===== src/rtl/dma_xfer_ctrl.sv =====
module dma_xfer_ctrl #(
  parameter int ADDR_W = 16,
  parameter int CNT_W  = 16,
  parameter int DATA_W = 8
) (
  input  logic              clk,
  input  logic              rst_n,
  input  logic              cfg_we,
  input  logic [1:0]        cfg_sel,
  input  logic [ADDR_W-1:0] cfg_wdata,
  input  logic              dev_valid,
  input  logic [DATA_W-1:0] dev_data,
  output logic              dev_ack,
  input  logic              bus_grant,
  output logic              bus_req,
  output logic              mem_we,
  output logic [ADDR_W-1:0] mem_addr,
  output logic [DATA_W-1:0] mem_wdata,
  output logic              done
);
  localparam logic [1:0] SEL_ADDR  = 2'd0;
  localparam logic [1:0] SEL_CNT   = 2'd1;
  localparam logic [1:0] SEL_MODE  = 2'd2;
  localparam logic [1:0] SEL_START = 2'd3;

  logic              busy, steal, hold_full, req_q, done_q;
  logic [CNT_W-1:0]  cnt;
  logic [ADDR_W-1:0] addr;
  logic [DATA_W-1:0] hold_q;
  logic              cfg_ok, start, last, req_d;

  assign cfg_ok    = cfg_we && !busy;
  assign start     = cfg_ok && (cfg_sel == SEL_START);
  assign last      = (cnt == CNT_W'(1));
  assign mem_we    = busy && bus_grant && req_q && hold_full;
  assign dev_ack   = busy && dev_valid && (!hold_full || (mem_we && !last));
  assign bus_req   = req_q;
  assign done      = done_q;
  assign mem_addr  = addr;
  assign mem_wdata = hold_q;

  always_comb begin
    if (!busy)        req_d = 1'b0;
    else if (mem_we)  req_d = !steal && !last;
    else if (req_q)   req_d = 1'b1;
    else              req_d = hold_full;
  end

  always_ff @(posedge clk) begin
    if (!rst_n) begin
      busy      <= 1'b0;
      steal     <= 1'b0;
      hold_full <= 1'b0;
      req_q     <= 1'b0;
      done_q    <= 1'b0;
      cnt       <= '0;
      addr      <= '0;
      hold_q    <= '0;
    end else begin
      req_q  <= req_d;
      done_q <= (mem_we && last) || (start && cnt == '0);
      if (cfg_ok && cfg_sel == SEL_ADDR) addr  <= cfg_wdata;
      if (cfg_ok && cfg_sel == SEL_CNT)  cnt   <= cfg_wdata[CNT_W-1:0];
      if (cfg_ok && cfg_sel == SEL_MODE) steal <= cfg_wdata[0];
      if (start && cnt != '0) busy <= 1'b1;
      if (mem_we) begin
        addr <= addr + ADDR_W'(1);
        cnt  <= cnt - CNT_W'(1);
        if (last) busy <= 1'b0;
      end
      if (dev_ack) begin
        hold_full <= 1'b1;
        hold_q    <= dev_data;
      end else if (mem_we) begin
        hold_full <= 1'b0;
      end
    end
  end
endmodule


===== config.mk =====
export PLATFORM = sky130hd
export DESIGN_NAME = dma_xfer_ctrl
export DESIGN_NICKNAME = d
export VERILOG_FILES = /design/src/rtl/dma_xfer_ctrl.sv
export SDC_FILE = /design/constraint.sdc
export NUM_CORES = 1
export LEC_CHECK = 0
export ABC_AREA = 1
export BUFFER_PORTS_ARGS = -buffer_cell sky130_fd_sc_hd__buf_2
export CELL_PAD_IN_SITES_DETAIL_PLACEMENT = 1
export CELL_PAD_IN_SITES_GLOBAL_PLACEMENT = 2
export CORE_MARGIN = 3
export CORE_UTILIZATION = 25
export CTS_CLUSTER_SIZE = 28
export DETAILED_ROUTE_END_ITERATION = 10
export PLACE_DENSITY = 0.85
export SLEW_MARGIN = 20
export SYNTH_ARGS = -nofsm -noshare
export SYNTH_HDL_FRONTEND = slang
export SYNTH_SLANG_ARGS = --single-unit

===== constraint.sdc =====
create_clock -name clk -period 1.5 [get_ports clk]
set_input_delay 0.3 -clock clk [delete_from_list [all_inputs] [get_ports clk]]
set_output_delay 0.3 -clock clk [all_outputs]
set_load 0.005 [all_outputs]

* After elaboration in Yosys (flattened, before gate mapping)
Index checks and enable logic that the tools add are counted.
Storage, ports and cells: flip-flop bits (word level) 45, bits in latches 0, memory bits (writable) 0, bits in read-only memories 0, input bits 31, memories 0
Operators by class: add/subtract/negate cells 2, multiply operators 0, divide/modulo/power cells 0, $lt $le $gt $ge 0, eq/ne operators 4, shift operators 0, muxes and demuxes 11, bitwise logic cells 0, reductions and logical operators 28
Operators with widths (count):
- $mux W16 | 4
- $add A16 B1 Y16 const B | 1
- $eq A16 B1 Y1 const B | 1
- $logic_not A16 Y1 | 1
- $reduce_bool A16 Y1 | 1
- $sub A16 B1 Y16 const B | 1
- $logic_and A1 B1 Y1 | 15
- $mux W1 | 7
- $reduce_bool A2 Y1 | 3
- $eq A2 B2 Y1 const B | 2
- $logic_not A1 Y1 | 4
- $eq A2 B1 Y1 const B | 1
- $logic_not A2 Y1 | 1
- $logic_or A1 B1 Y1 | 2
- $reduce_and A2 Y1 | 1

* Longest topological paths before layout
Gate-level depths: netlist of the first run.
depth in word-level cells 7, mapped depth 11, depth with buffers taken out 11

* Least setup slack after synthesis of the first run
Ideal clock, no wire load.
path kind register -> output, from reg cnt[8], to out dev_ack, arrival 1.173 ns, setup slack 0.027 ns, cell stages (with the launch flop) 10, cells stage by stage dfxtp_1 > nor2_2 > nand2_2 > nor2_2 > nand2_1 > nand2_1 > nand2_4 > buf_6 > nand2_1 > inv_1
Between the ends: word-level cells in the longest chain between the ends 5
Ends and longest elaborated chain:
- from (decl) | line 27 | logic [CNT_W-1:0] cnt;
- from (signal assigned) | line 63 | if (cfg_ok && cfg_sel == SEL_CNT) cnt <= cfg_wdata[CNT_W-1:0];
- from (signal assigned) | line 68 | cnt <= cnt - CNT_W'(1);
- $eq A16 B1 Y1 | line 34 | assign last = (cnt == CNT_W'(1));
- $logic_not A1 Y1 | line 36 | assign dev_ack = busy && dev_valid && (!hold_full || (mem_we && !last));
- $logic_and A1 B1 Y1 | line 36
- $logic_or A1 B1 Y1 | line 36
- $logic_and A1 B1 Y1 | line 36
- to (decl) | line 13 | output logic dev_ack,
No other way between the ends.

* Final worst setup path of the first run
from reg cnt[10], to out dev_ack
Same word-level chain as after synthesis.

==> results.py, run 1 <==
metrics = {
    "status": {
        "status": "finished, violations left",
        "violations": "setup timing",
    },
    "sta": {
        "slew_headroom_pct": 76.8,
        "final.setup.tns_ns": -0.253,
        "fmax_mhz": 584,
        "setup_viol": 2,
        "period_minus_slack_ns": 1.71,
        "tightest_slew_ns": 0.345,
        "period_share_pct": 114,
        "report.final.slew_viol_count": 0,
        "fin_worst_skew_ns": 0.00465,
        "hold_viol": 0,
        "rsz0062_at_grt": "yes",
        "finalWorstSetupSlack_ns": -0.211,
    },
    "floorplan": {
        "start_util_pct": 25.9,
        "fp.dieH_microns": 113,
        "io_pins": 59,
        "core_sq_mm": 0.0110,
        "die_w_microns": 113,
        "die_area_sq_mm": 0.0127,
        "rows": 38,
    },
    "detailed_routing": {
        "drc": 0,
        "ant_nets": 0,
        "vias": 3599,
        "wl_per_cell_microns": 15.6,
        "vias_per_cell": 4.79,
        "dr.pass1.iters": 5,
        "routed_wl_mm": 11.7,
        "first_iter_violations": 163,
    },
    "logic_synthesis": {
        "synth_cell_type_count": 30,
        "ys_seq_elements": 45,
        "synth_top_area_share_pct": 31.7,
        "synth_area_sq_mm": 0.00285,
        "synth_flop_cell": "dfxtp_1",
        "yosysWarnings": 0,
        "async_flop_share_pct": 0,
        "synth-edff-count": 0,
        "syn_nets": 513,
        "netlist_top_cells_count": "nand2_1 (120), inv_1 (77), nor2_1 (64), o21ai_0 (47), dfxtp_1 (45)",
        "synth_most_common_cell": "nand2_1",
        "synth_area_leaders": "dfxtp_1 (32%), nand2_1 (16%), inv_1 (10%), nor2_1 (8.4%), o21ai_0 (8.3%)",
        "ys_seq_area_share_pct": 31.7,
        "synthCells": 479,
        "synth.avg_cell_area_sq_um": 5.94,
        "synth_area_leader_cell": "dfxtp_1",
    },
    "critical_path": {
        "crit_type": "register to output port",
        "start_kind": "register",
        "worstSetupEndpointType": "output port",
        "cp.arrival_ns": 1.41,
        "r2r_cells": 12,
        "path_max_fanout": 4,
        "worstPathRequired_ns": 1.20,
    },
    "min_path": {
        "min_path_cells": 3,
        "hold_class": "input pin to register",
    },
    "power_and_ir_drop": {
        "clkPwrFrac_pct": 41.9,
        "swShare_pct": 28.7,
        "p_int_mw": 2.54,
        "power_switching_mw": 1.03,
        "leakagePower_nw": 2.11,
        "p_per_area_mw_per_mm2": 807,
        "pwr-share-seq_pct": 36.0,
        "pwr-share-comb_pct": 22.1,
        "peakVddDrop_mv": 0.576,
    },
    "cts": {
        "cts_hold_buf": 0,
        "cts_inserted_buffers": 5,
        "clk_pin_slew_ns": 0.07,
        "clockRootBuffer": "clkbuf_16",
        "cts_tree": "built",
        "clk-insertion-delay-late_ns": 0.30,
        "cts_buffer_depth": 2,
        "htree_num_levels": 2,
        "clock-sinks": 45,
    },
    "placed_design": {
        "dp_hpwl_mm": 8.29,
        "io_buffers": 58,
        "place_ws_ns": -0.0468,
        "gp_congestion": 0.839,
    },
    "global_routing": {
        "grt_util_met2_pct": 32.4,
        "grt_pass1_wl_mm": 18.6,
        "met1_usage_pct": 22.3,
        "gr-usage-met3_pct": 3.88,
        "first_global_vias": 3810,
        "grt_max_degree": 19,
        "antenna_found_initial": 0,
        "gr-total-overflow": 0,
        "grt_use_total_pct": 18.2,
        "busiest_layer": "met2",
    },
    "finish": {
        "fin_util_pct": 40.3,
        "drive_gt1_share_pct": 36.8,
        "antenna_cells": 0,
        "finish.net_count": 645,
        "syn_to_final_growth_pct": 55.5,
        "fill_cells": 1446,
    },
    "flow_run": {
        "drv_cap": 0,
    },
}
-- path summary, 6_finish.rpt --
check | slack (ns) | end | start
max | -0.21 | dev_ack | cnt[10]
min | 0.29 | mem_addr[6] | cfg_wdata[6]
max reg2reg | 0.01 | cnt[10] | cnt[1]
min reg2reg | 0.48 | mem_wdata[0] | mem_wdata[0]
-- metal layers --
| metal | wire length (microns) | part of all wire, % | vias up |
|---|---|---|---|
| met4 | 175 | 1.5 | 0 |
| met3 | 637 | 5.4 | 18 |
| li1 | - | - | 1781 |
| met2 | 5900 | 50 | 87 |
| met5 | 0 | 0 | - |
| met1 | 5000 | 43 | 1713 |
-- critical path: stages (launching register included) --
cell and delay [ns]:
dfxtp_1 0.36, nor2_4 0.12, nand2_2 0.09, nor2_4 0.14
nand2_2 0.09, nand2_4 0.07, nand2_4 0.06, nand2_4 0.05
inv_2 0.03, buf_2 0.11
-- sequential cells by signal, indices dropped and copies added (netlist names) --
signal,flops
cnt,16
mem_addr,16
mem_wdata,8
bus_req,1
busy,1
done,1
hold_full,1
steal,1
-- power groups by stage --
stage               registers, mW  logic [mW]  clock network, mW
floorplan                    1.31       0.331                  0
global placement             1.30       0.600                  0
detailed placement           1.31       0.617                  0
CTS                          1.28       0.701               1.52
global route                 1.29       0.871               1.56
finish                       1.28       0.789               1.50
-- layout by cell type (no fill, tap or decap), types with 4 or more instances in the layout --
master,instances
dfxtp_1,32
nand2_1,103
clkbuf_16,5
inv_2,4
nand2_4,7
nand4_1,6
nor2_1,49
o21ai_0,35
nand2_2,13
nor2_4,11
a21oi_2,6
inv_1,73
buf_2,57
a31oi_1,4
dfxtp_2,9
buf_6,5
nor3_1,4
o21ai_1,13
nand3_1,30
buf_4,72
nor2_2,9
dfxtp_4,4
a21oi_1,30
-- through the flow --
step / instances / hold slack (ns) / instance area, sq um / power [mW]
6_report: 752 / 0.286 / 4420 / 3.57
3_3_place_gp: 718 / 0.455 / 3650 / 1.90
2_1_floorplan: 479 / 0.438 / 2850 / 1.64
3_5_place_dp: 718 / 0.472 / 3650 / 1.92
5_1_grt: 752 / 0.311 / 4420 / 3.72
4_1_cts: 751 / 0.285 / 4200 / 3.50
-- what timing repair did --
action                                  CTS  global route
endpoints found under the hold margin     0             0
pin swaps                                13            26
gates resized for setup                  46            69
endpoints found under the setup margin   24            41
buffers inserted                         24             7
cloned                                    1             0
-- logic make-up after synthesis --
| group | after synthesis | synth area share (%) |
|---|---|---|
| and+or+nand+nor | 242 | 35.7 |
| buffers and inverters | 93 | 13.6 |
| DFF | 45 | 31.7 |
| adders and majority gates | 3 | 1.32 |
| AOI/OAI and AO/OA | 95 | 17.4 |
| xor gates and xnor gates | 1 | 0.308 |
-- cell type report --
type                    count  area, sq um  area share, %
flip-flops and latches     45          927           21.0
well taps                 140          175           3.96
clock buffers               5          125           2.83
inverters                  79          300           6.79
repair buffers            139          990           22.4
multi-input cells         341         1840           41.6
clock inverters             3         65.1           1.47
(Power assumes the default switching activity.)
==> run 2, diff against run 1 <==
CELL_PAD_IN_SITES_DETAIL_PLACEMENT = 0   (was 1)
SETUP_SLACK_MARGIN = 0.2   (was default)
==> results.py, run 2 (same netlist as run 1, synthesis figures left out) <==
metrics = {
    "critical_path": {
        "r2r_cells": 10,
        "start_kind": "register",
        "rr_endpoint": "cnt[12]",
        "path_max_fanout": 3,
        "cp.arrival_ns": 1.38,
        "critPathLaunch": "cnt[6]",
        "worstPathRequired_ns": 1.20,
        "crit_end": "dev_ack",
        "critical_path.reg2reg.startpoint": "cnt[1]",
        "crit_type": "register to output port",
        "rrSetupSlack_ns": -0.06,
        "worstSetupEndpointType": "output port",
    },
    "global_routing": {
        "antenna_found_initial": 0,
        "first_global_vias": 3416,
        "grt_pass1_wl_mm": 17.3,
        "grt_max_degree": 17,
        "gr-total-overflow": 0,
        "grt_use_total_pct": 16.8,
    },
    "sta": {
        "report.final.slew_viol_count": 0,
        "tightest_slew_ns": 0.267,
        "fmax_mhz": 597,
        "period_share_pct": 112,
        "setup_viol": 6,
        "period_minus_slack_ns": 1.68,
        "finalWorstSetupSlack_ns": -0.175,
        "hold_viol": 0,
        "final.setup.tns_ns": -0.301,
        "slew_headroom_pct": 82.0,
        "rsz0062_at_grt": "yes",
        "fin_worst_skew_ns": 0.00622,
    },
    "placed_design": {
        "place_area_sq_mm": 0.00358,
        "gp_congestion": 0.833,
        "dp_hpwl_mm": 7.39,
        "io_buffers": 58,
        "place_ws_ns": -0.0215,
    },
    "finish": {
        "seq_area_sq_um": 931,
        "drive_gt1_share_pct": 40.3,
        "fill_cells": 1140,
        "finish.net_count": 634,
        "final_common_cell": "nand2_1",
        "antenna_cells": 0,
        "final_cell_area_sq_mm": 0.00461,
        "layout_common_cells": "nand2_1 (98), inv_1 (71), buf_2 (57), buf_4 (47), nor2_1 (46)",
        "syn_to_final_growth_pct": 62.0,
        "multi_input_area_sq_mm": 0.00199,
    },
    "detailed_routing": {
        "ant_nets": 0,
        "first_iter_violations": 166,
        "dr.pass1.iters": 4,
        "vias_per_cell": 4.71,
        "wl_per_cell_microns": 14.3,
        "vias": 3488,
        "routed_wl_mm": 10.6,
        "drc": 0,
    },
    "cts": {
        "clockRootBuffer": "clkbuf_16",
        "cts_tree": "built",
        "clk_pin_slew_ns": 0.07,
        "htree_num_levels": 2,
        "clk-insertion-delay-late_ns": 0.29,
        "cts_inserted_buffers": 5,
        "cts_buffer_depth": 2,
        "clock-sinks": 45,
        "cts_hold_buf": 0,
    },
    "floorplan": {
        "start_util_pct": 25.9,
        "fp.dieH_microns": 113,
        "die_area_sq_mm": 0.0127,
        "core_sq_mm": 0.0110,
        "die_w_microns": 113,
        "rows": 38,
        "io_pins": 59,
    },
    "status": {
        "status": "finished, violations left",
        "violations": "setup timing",
    },
    "power_and_ir_drop": {
        "leakagePower_nw": 2.13,
        "p_per_area_mw_per_mm2": 735,
        "peakVddDrop_mv": 0.442,
        "finalPower_mw": 3.39,
    },
    "flow_run": {
        "drv_cap": 0,
    },
    "min_path": {
        "hold_class": "input pin to register",
    },
}
## run 2: cell count changes in the layout (fill, tap and decap cells not counted), moves of 6 or more
cell / change
buf_4: -25
dfxtp_2: +6
o21ai_2: +12
nor2_4: +7
o21ai_0: -17
buf_6: +10
## run 2: worst min-delay path by stage
| stage | startpoint | to | cells after the start |
|---|---|---|---|
| after floorplan | rst_n | mem_addr[1] | 2 |
| after global placement | mem_wdata[0] | mem_wdata[0] | 2 |
| after detailed placement | mem_wdata[5] | mem_wdata[5] | 2 |
| after CTS | dev_data[6] | mem_wdata[6] | 5 |
| after global routing | dev_data[7] | mem_wdata[7] | 5 |
| final | dev_data[6] | mem_wdata[6] | 5 |
## run 2: cell type report
cell class | count | area share, %
Inverter | 79 | 6.71
Sequential cell | 45 | 20.2
Clock inverter | 1 | 0.652
Multi-Input combinational cell | 341 | 43.3
Timing Repair Buffer | 128 | 22.3
Tap cell | 140 | 3.80
Clock buffer | 7 | 3.10
## run 2: layer usage
metal	vias to the layer above	part of all wire, %	global-route usage (%)	wire [microns]
met4	0	0.40	1.84	42
met2	79	47	27.7	4960
met3	7	5.5	4.04	579
met5	-	0	0	0
li1	1774	-	-	-
met1	1628	47	22.9	5000
## run 2: stage by stage
stage | hold WS, ns | utilization [%] | instances
global placement | 0.466 | 32.6 | 699
floorplan | 0.438 | - | 479
detailed placement | 0.472 | 32.6 | 699
finish | 0.323 | 42.0 | 741
CTS | 0.322 | 39.9 | 735
global route | 0.345 | 42.0 | 741
## run 2: critical path, cell delays in order, from the launching register on
cell	delay (ns)
dfxtp_2	0.34
nor2_4	0.12
nand2_2	0.08
nor2_2	0.13
nand2_2	0.07
nand2_2	0.08
nand2_4	0.06
nand2_4	0.06
inv_2	0.03
buf_2	0.11
## run 2: power by group
| part | leakage, nW | total, mW | internal [mW] | switching [mW] |
|---|---|---|---|---|
| registers | 0.375 | 1.29 | 1.24 | 0.0485 |
| logic | 1.67 | 0.772 | 0.347 | 0.424 |
| clock network | 0.0841 | 1.32 | 0.834 | 0.490 |
## run 2: what timing repair did
action / CTS / global route
pin swaps: 27 / 23
gates cloned: 5 / 0
setup buffers: 23 / 6
endpoints found under the setup margin: 44 / 46
gates resized for setup: 112 / 58
